**src/rtl/rsq_pkg.sv**
```systemverilog
package rsq_pkg;

  typedef enum logic [2:0] {
    SQ_INIT  = 3'd0,
    SQ_BROWN = 3'd1,
    SQ_PWRUP = 3'd2,
    SQ_OSCST = 3'd3,
    SQ_PLLWT = 3'd4,
    SQ_RUN   = 3'd5
  } sq_state_t;

  localparam logic [2:0] MODE_PLL = 3'd3;

  // crystal-type modes occupy codes 0..3
  function automatic logic mode_is_crystal(input logic [2:0] m);
    return (m[2] == 1'b0);
  endfunction

endpackage

```
**src/rtl/rsq_sync.sv**
```systemverilog
module rsq_sync #(
  parameter logic RST_VAL = 1'b0
) (
  input  logic clk,
  input  logic rst_n,
  input  logic d,
  output logic q
);
  logic s1;
  logic s2;

  always_ff @(posedge clk or negedge rst_n) begin
    if (!rst_n) begin
      s1 <= RST_VAL;
      s2 <= RST_VAL;
    end else begin
      s1 <= d;
      s2 <= s1;
    end
  end

  assign q = s2;
endmodule

```
**src/rtl/rsq_edge.sv**
```systemverilog
module rsq_edge (
  input  logic clk,
  input  logic rst_n,
  input  logic slow_clk,
  output logic tick
);
  logic lvl;
  logic lvl_d;

  rsq_sync #(.RST_VAL(1'b0)) u_sync (
    .clk   (clk),
    .rst_n (rst_n),
    .d     (slow_clk),
    .q     (lvl)
  );

  always_ff @(posedge clk or negedge rst_n) begin
    if (!rst_n) lvl_d <= 1'b0;
    else        lvl_d <= lvl;
  end

  assign tick = lvl & ~lvl_d;

  AST_TICK_SINGLE: assert property (@(posedge clk) disable iff (!rst_n)
    tick |=> !tick);
endmodule

```
**src/rtl/rsq_count.sv**
```systemverilog
module rsq_count #(
  parameter int LIMIT = 16
) (
  input  logic clk,
  input  logic rst_n,
  input  logic run,
  input  logic tick,
  output logic done
);
  localparam int CW = (LIMIT > 1) ? $clog2(LIMIT) : 1;
  localparam logic [CW-1:0] LAST = CW'(LIMIT - 1);

  logic [CW-1:0] cnt;
  logic [CW-1:0] cnt_nxt;
  logic          at_last;

  assign at_last = (cnt == LAST);

  always_comb begin
    cnt_nxt = cnt;
    if (!run)          cnt_nxt = '0;
    else if (tick)     cnt_nxt = at_last ? '0 : cnt + 1'b1;
  end

  always_ff @(posedge clk or negedge rst_n) begin
    if (!rst_n) cnt <= '0;
    else        cnt <= cnt_nxt;
  end

  assign done = run & tick & at_last;

  AST_CNT_BOUND: assert property (@(posedge clk) disable iff (!rst_n)
    cnt <= LAST);
  AST_CNT_HOLD: assert property (@(posedge clk) disable iff (!rst_n)
    (run && !tick) |=> $stable(cnt));
endmodule

```
**src/rtl/rsq_bor_qual.sv**
```systemverilog
module rsq_bor_qual #(
  parameter int QUAL = 16
) (
  input  logic clk,
  input  logic rst_n,
  input  logic enable,
  input  logic det_s,
  output logic hit
);
  localparam int QW = $clog2(QUAL + 1);
  localparam logic [QW-1:0] QMAX = QW'(QUAL);

  logic [QW-1:0] run_len;
  logic [QW-1:0] run_len_nxt;

  always_comb begin
    run_len_nxt = run_len;
    if (!(enable && det_s))  run_len_nxt = '0;
    else if (run_len != QMAX) run_len_nxt = run_len + 1'b1;
  end

  always_ff @(posedge clk or negedge rst_n) begin
    if (!rst_n) run_len <= '0;
    else        run_len <= run_len_nxt;
  end

  assign hit = (run_len == QMAX);

  AST_BOR_QUALIFIED: assert property (@(posedge clk) disable iff (!rst_n)
    $rose(hit) |-> $past(det_s) && $past(enable));
endmodule

```
**src/rtl/reset_timeout_seq.sv**
```systemverilog
module reset_timeout_seq
  import rsq_pkg::*;
#(
  parameter int PWRT_W     = 11,
  parameter int OST_CYCLES = 1024,
  parameter int PLL_TICKS  = 64,
  parameter int BOR_QUAL   = 16
) (
  input  logic       clk,
  input  logic       por_n,
  input  logic       rc_clk,
  input  logic       osc_clk,
  input  logic       bor_det,
  input  logic       mclr_n,
  input  logic       bor_en,
  input  logic       pwrt_en_n,
  input  logic [2:0] osc_mode,
  input  logic       clr_flags,
  output logic       core_rst_n,
  output logic       flag_por,
  output logic       flag_bor,
  output logic       flag_ext
);
  localparam int PWRT_TICKS = 2 ** PWRT_W;

  // reset synchroniser: asynchronous assert, synchronous release
  logic [1:0] rsync;
  logic       rst_n;

  always_ff @(posedge clk or negedge por_n) begin
    if (!por_n) rsync <= 2'b00;
    else        rsync <= {rsync[0], 1'b1};
  end
  assign rst_n = rsync[1];

  logic mclr_s;
  logic bor_s;
  logic rc_tick;
  logic osc_tick;
  logic bor_hit;

  rsq_sync #(.RST_VAL(1'b1)) u_mclr_sync (
    .clk (clk), .rst_n (rst_n), .d (mclr_n), .q (mclr_s));
  rsq_sync #(.RST_VAL(1'b0)) u_bor_sync (
    .clk (clk), .rst_n (rst_n), .d (bor_det), .q (bor_s));

  rsq_edge u_rc_edge (
    .clk (clk), .rst_n (rst_n), .slow_clk (rc_clk), .tick (rc_tick));
  rsq_edge u_osc_edge (
    .clk (clk), .rst_n (rst_n), .slow_clk (osc_clk), .tick (osc_tick));

  rsq_bor_qual #(.QUAL(BOR_QUAL)) u_bor_qual (
    .clk (clk), .rst_n (rst_n), .enable (bor_en), .det_s (bor_s), .hit (bor_hit));

  sq_state_t state;
  sq_state_t state_nxt;
  logic      from_por;
  logic      from_por_nxt;
  logic      pwrt_done;
  logic      ost_done;
  logic      pll_done;
  logic      pwrt_on;
  logic      crystal;
  logic      pll_mode;

  assign pwrt_on  = ~pwrt_en_n;
  assign crystal  = mode_is_crystal(osc_mode);
  assign pll_mode = (osc_mode == MODE_PLL);

  rsq_count #(.LIMIT(PWRT_TICKS)) u_pwrt_cnt (
    .clk (clk), .rst_n (rst_n), .run (state == SQ_PWRUP),
    .tick (rc_tick), .done (pwrt_done));
  rsq_count #(.LIMIT(OST_CYCLES)) u_ost_cnt (
    .clk (clk), .rst_n (rst_n), .run (state == SQ_OSCST),
    .tick (osc_tick), .done (ost_done));
  rsq_count #(.LIMIT(PLL_TICKS)) u_pll_cnt (
    .clk (clk), .rst_n (rst_n), .run (state == SQ_PLLWT),
    .tick (rc_tick), .done (pll_done));

  // where the chain goes once the power-up timer stage is over or skipped
  sq_state_t after_pwrt;
  always_comb begin
    if (from_por && crystal) after_pwrt = SQ_OSCST;
    else                     after_pwrt = SQ_RUN;
  end

  always_comb begin
    state_nxt = state;
    unique case (state)
      SQ_INIT:  state_nxt = pwrt_on ? SQ_PWRUP : after_pwrt;
      SQ_BROWN: state_nxt = pwrt_on ? SQ_PWRUP : SQ_RUN;
      SQ_PWRUP: if (pwrt_done) state_nxt = after_pwrt;
      SQ_OSCST: if (ost_done)  state_nxt = pll_mode ? SQ_PLLWT : SQ_RUN;
      SQ_PLLWT: if (pll_done)  state_nxt = SQ_RUN;
      SQ_RUN:   state_nxt = SQ_RUN;
      default:  state_nxt = SQ_INIT;
    endcase
    if (bor_hit) state_nxt = SQ_BROWN;
  end

  assign from_por_nxt = (state_nxt == SQ_BROWN) ? 1'b0 : from_por;

  logic rel_nxt;
  logic fpor_nxt;
  logic fbor_nxt;
  logic fext_nxt;

  always_comb begin
    rel_nxt  = (state_nxt == SQ_RUN) && mclr_s;
    fpor_nxt = flag_por & ~clr_flags;
    fbor_nxt = bor_hit | (flag_bor & ~clr_flags);
    fext_nxt = ~mclr_s | (flag_ext & ~clr_flags);
  end

  always_ff @(posedge clk or negedge rst_n) begin
    if (!rst_n) begin
      state      <= SQ_INIT;
      from_por   <= 1'b1;
      core_rst_n <= 1'b0;
      flag_por   <= 1'b1;
      flag_bor   <= 1'b0;
      flag_ext   <= 1'b0;
    end else begin
      state      <= state_nxt;
      from_por   <= from_por_nxt;
      core_rst_n <= rel_nxt;
      flag_por   <= fpor_nxt;
      flag_bor   <= fbor_nxt;
      flag_ext   <= fext_nxt;
    end
  end

  AST_BOR_HOLDS: assert property (@(posedge clk) disable iff (!rst_n)
    bor_hit |=> !core_rst_n);
  AST_OST_CRYSTAL: assert property (@(posedge clk) disable iff (!rst_n)
    (state == SQ_OSCST) |-> (osc_mode[2] == 1'b0));
  AST_PLL_MODE: assert property (@(posedge clk) disable iff (!rst_n)
    (state == SQ_PLLWT) |-> (osc_mode == MODE_PLL));
  AST_PIN_HOLDS: assert property (@(posedge clk) disable iff (!rst_n)
    !mclr_s |=> !core_rst_n);
  AST_POR_STICKY: assert property (@(posedge clk) disable iff (!rst_n)
    $fell(flag_por) |-> $past(clr_flags));
  AST_BROWN_NOT_POR: assert property (@(posedge clk) disable iff (!rst_n)
    (state == SQ_BROWN) |=> !from_por);
endmodule

```
**config.mk**
```make
export PLATFORM = sky130hd
export DESIGN_NAME = reset_timeout_seq
export DESIGN_NICKNAME = d
export VERILOG_FILES = /design/src/rtl/rsq_pkg.sv /design/src/rtl/rsq_sync.sv /design/src/rtl/rsq_edge.sv /design/src/rtl/rsq_count.sv /design/src/rtl/rsq_bor_qual.sv /design/src/rtl/reset_timeout_seq.sv
export SDC_FILE = /design/constraint.sdc
export NUM_CORES = 1
export LEC_CHECK = 0
export ABC_CLOCK_PERIOD_IN_PS = 1800
export BUFFER_PORTS_ARGS = -buffer_cell sky130_fd_sc_hd__buf_2
export CAP_MARGIN = 5
export CORE_AREA = 2 2 92 94
export CTS_CLUSTER_SIZE = 14
export DETAILED_ROUTE_END_ITERATION = 10
export DIE_AREA = 0 0 94 96
export SETUP_SLACK_MARGIN = 0.3
export SYNTH_ARGS = -nofsm -noshare
export SYNTH_HDL_FRONTEND = slang
export SYNTH_SLANG_ARGS = --single-unit
```
**constraint.sdc**
```tcl
create_clock -name clk -period 1.8 [get_ports clk]
set_clock_uncertainty 0.1 [all_clocks]
set_input_delay 0.09 -clock clk [delete_from_list [all_inputs] [get_ports clk]]
set_output_delay 0.09 -clock clk [all_outputs]
set_load 0.01 [all_outputs]
```
==> impl_metrics.ini <==
[outcome]
outcome = finished, violations left
violations = setup timing

[critical_path]
critPathTopFamily = simple AND/OR/NAND/NOR gates
critPathMaxStageDelay_ps = 410
startpoint = state[0]
endpoint = core_rst_n
critPathMaxFanout = 4
crit_path_end_kind = flip-flop
critical_path_class = reg2reg
r2r-start = state[0]
crit_chain = or3b_4, buf_4, buf_6, buf_8, nor4_1, nor2_1, a21oi_1
r2r_slack_ps = -90
path_buf_inv = 3
reg2reg_to = core_rst_n
slowest_stage = or3b_4
worstRegToRegCells = 7
start_kind = flip-flop
worst-endpoint-arrival_ps = 2020
required_ps = 1930
worstSetupPathDepth = 7

[global_routing]
antenna_found_initial = 0
grt_overflow = 0
grt_pass1_wl_mm = 8.87
grt_start_max_net_pins = 25
grt_util_all_layers = 0.123
grt_pass1_vias = 2007

[placement]
place.gp.congestion = 0.844
io_buffers = 15
place_hpwl_mm = 3.48

[drt]
vias = 1964
ant_nets = 0
dr.pass1.iters = 4
via_per_inst = 4.70
drt-initial-drc-count = 62
wirelength_mm = 5.28
drc_errors = 0
routedWlPerCell_um = 12.6

[timing]
min_period_ps = 1890
holdWs_ps = 29.9
finalWorstSetupSlack_ps = -90.9
rsz0062_at_grt = yes
relSlewSlack = 0.666
slew_violations = 0
tightestPinTransition_ps = 501
setup_viol = 10
final_hold_viol_count = 0
finalCritPeriodShare = 1.05
fmax_mhz = 529

[job]
drv_cap = 0

[floorplan]
rows = 33
die_area_sq_um = 9020
die_x_um = 94
die_h_um = 96
ioPinCount = 16
core_sq_um = 8050
initial_core_util = 0.294

[yosys]
syn_area_per_cell_sq_um = 9.96
synthTopCellsByArea = dfrtp_1 51%, dfstp_2 4.4%, nor2_1 4.4%, or3_1 3.4%, nand2_1 3.3%
synthCells = 238
synthFlopType = dfrtp_1
synth.net_count = 255
seq_area_frac_synth = 0.551
yosysMostFrequentCell = dfrtp_1
postSynth.asyncResetShare = 1.00
netlist_area_sq_um = 2370
synth_top_area_frac = 0.507
ys_types = 42
synth_edf_count = 0
synth_seq_cells = 52
synth_area_leader_cell = dfrtp_1
ys_top_cells_by_count = 48 x dfrtp_1, 28 x nor2_1, 21 x nand2_1
synth_warnings = 0

[layout]
final_nets = 329
drive_above_1_share = 0.387
n_antenna_cell = 0
syn_to_final_growth_pct = 42.9

[power]
clockPowerShare = 0.351
vdd_drop_max_mv = 0.355
p_int_mw = 1.55
cellPowerDensity_nw_per_um2 = 591
switching_share = 0.226
power.switching_uw = 452
total_leakage_power_nw = 1.38
pwr-share-seq = 0.603
power.total_mw = 2.00
combPwrFrac = 0.046

[clocking]
clock-sinks = 52
path_clk_slew_ps = 90
cts_max_level = 2
cts_buffers = 5
cts-root-buf = clkbuf_8
clk_latency_ps = 310
tritoncts = built
cts_max_path_buffers = 2

[hold_path]
hold_path.class = in2reg
worst register-to-register path, cell delays in order (launching register included):
cell	delay, ps
dfrtp_1	400
or3b_4	410
buf_4	150
buf_6	110
buf_8	120
nor4_1	250
nor2_1	110
a21oi_1	170
worst min-delay path by stage:
stage	start	end	depth (start not counted)
6_report	bor_en	u_bor_qual.run_len[1]	3
5_1_grt	bor_en	u_bor_qual.run_len[2]	3
4_1_cts	bor_en	u_bor_qual.run_len[1]	3
3_5_place_dp	por_n	rsync[0]	1
3_3_place_gp	por_n	rsync[0]	1
2_1_floorplan	por_n	rsync[0]	0
cell type report:
cell class                 instances  area (sq um)
fill                             795          4660
sequential                        52          1310
multi-input combinational        171          1260
timing repair buffer              71           558
tap                              105           131
clock buffer                       7          86.3
inverter                          11          41.3
clock inverter                     1          7.51
layer usage:
| metal | vias to the layer above | routed length [um] | global-route usage |
|---|---|---|---|
| met5 | - | 0 | 0 |
| met3 | 6 | 128 | 0.0211 |
| met2 | 25 | 2630 | 0.211 |
| met1 | 955 | 2460 | 0.160 |
| li1 | 978 | - | - |
| met4 | 0 | 59 | 0.0362 |
state kept, by name (all words and copies together) (netlist names), 2 cells and up:
signal              count
u_bor_qual.run_len      5
u_ost_cnt.cnt          10
state                   3
u_pwrt_cnt.cnt         11
u_pll_cnt.cnt           6
rsync                   2
what timing repair did:
item / in CTS / in global routing
buffers inserted: 9 / 12
pin swaps: 8 / 19
endpoints found under the setup margin: 25 / 29
endpoints found under the hold margin: 9 / 0
hold buffers: 7 / 0
resized for setup: 23 / 37
cell families after synthesis:
family | share of synthesized area
XOR/XNOR | 0.0443
other | 0.00158
multiplexers | 0.00422
AO/OA/AOI/OAI | 0.108
flip-flops | 0.551
adder cells (fa/ha/maj) | 0.0264
buffers and inverters | 0.0253
AND/OR/NAND/NOR | 0.240
per-stage QoR:
stage	cell area (sq um)	setup TNS, ps	setup slack, ps	std cells	utilization
global route	3390	-1620	-184	418	0.421
CTS	3140	-185	-75.4	406	0.390
global placement	2810	-57.8	-36.3	382	0.349
detailed placement	2810	-157	-75.9	382	0.349
floorplan	2420	-32.9	-29.1	238	-
finish	3390	-515	-90.9	418	0.421
layout by cell type (no fill, tap or decap), drive strengths merged, types with 7 or more instances in the layout:
cell / count
a21oi: 13
buf: 64
clkbuf: 7
dfrtp: 48
dlygate4sd3: 7
inv: 11
nand2: 21
nand3: 9
nor2: 28
nor3: 11
o21ai: 15
or3: 13
xor2: 7
power by group through the flow:
stage	logic (mW)	clock network, mW	registers [mW]
after floorplan	0.0197	0	1.23
after global placement	0.0638	0	1.23
after detailed placement	0.0644	0	1.23
after CTS	0.0879	0.733	1.21
after global routing	0.102	0.783	1.21
final	0.0919	0.703	1.21
(Power assumes the default switching activity.)
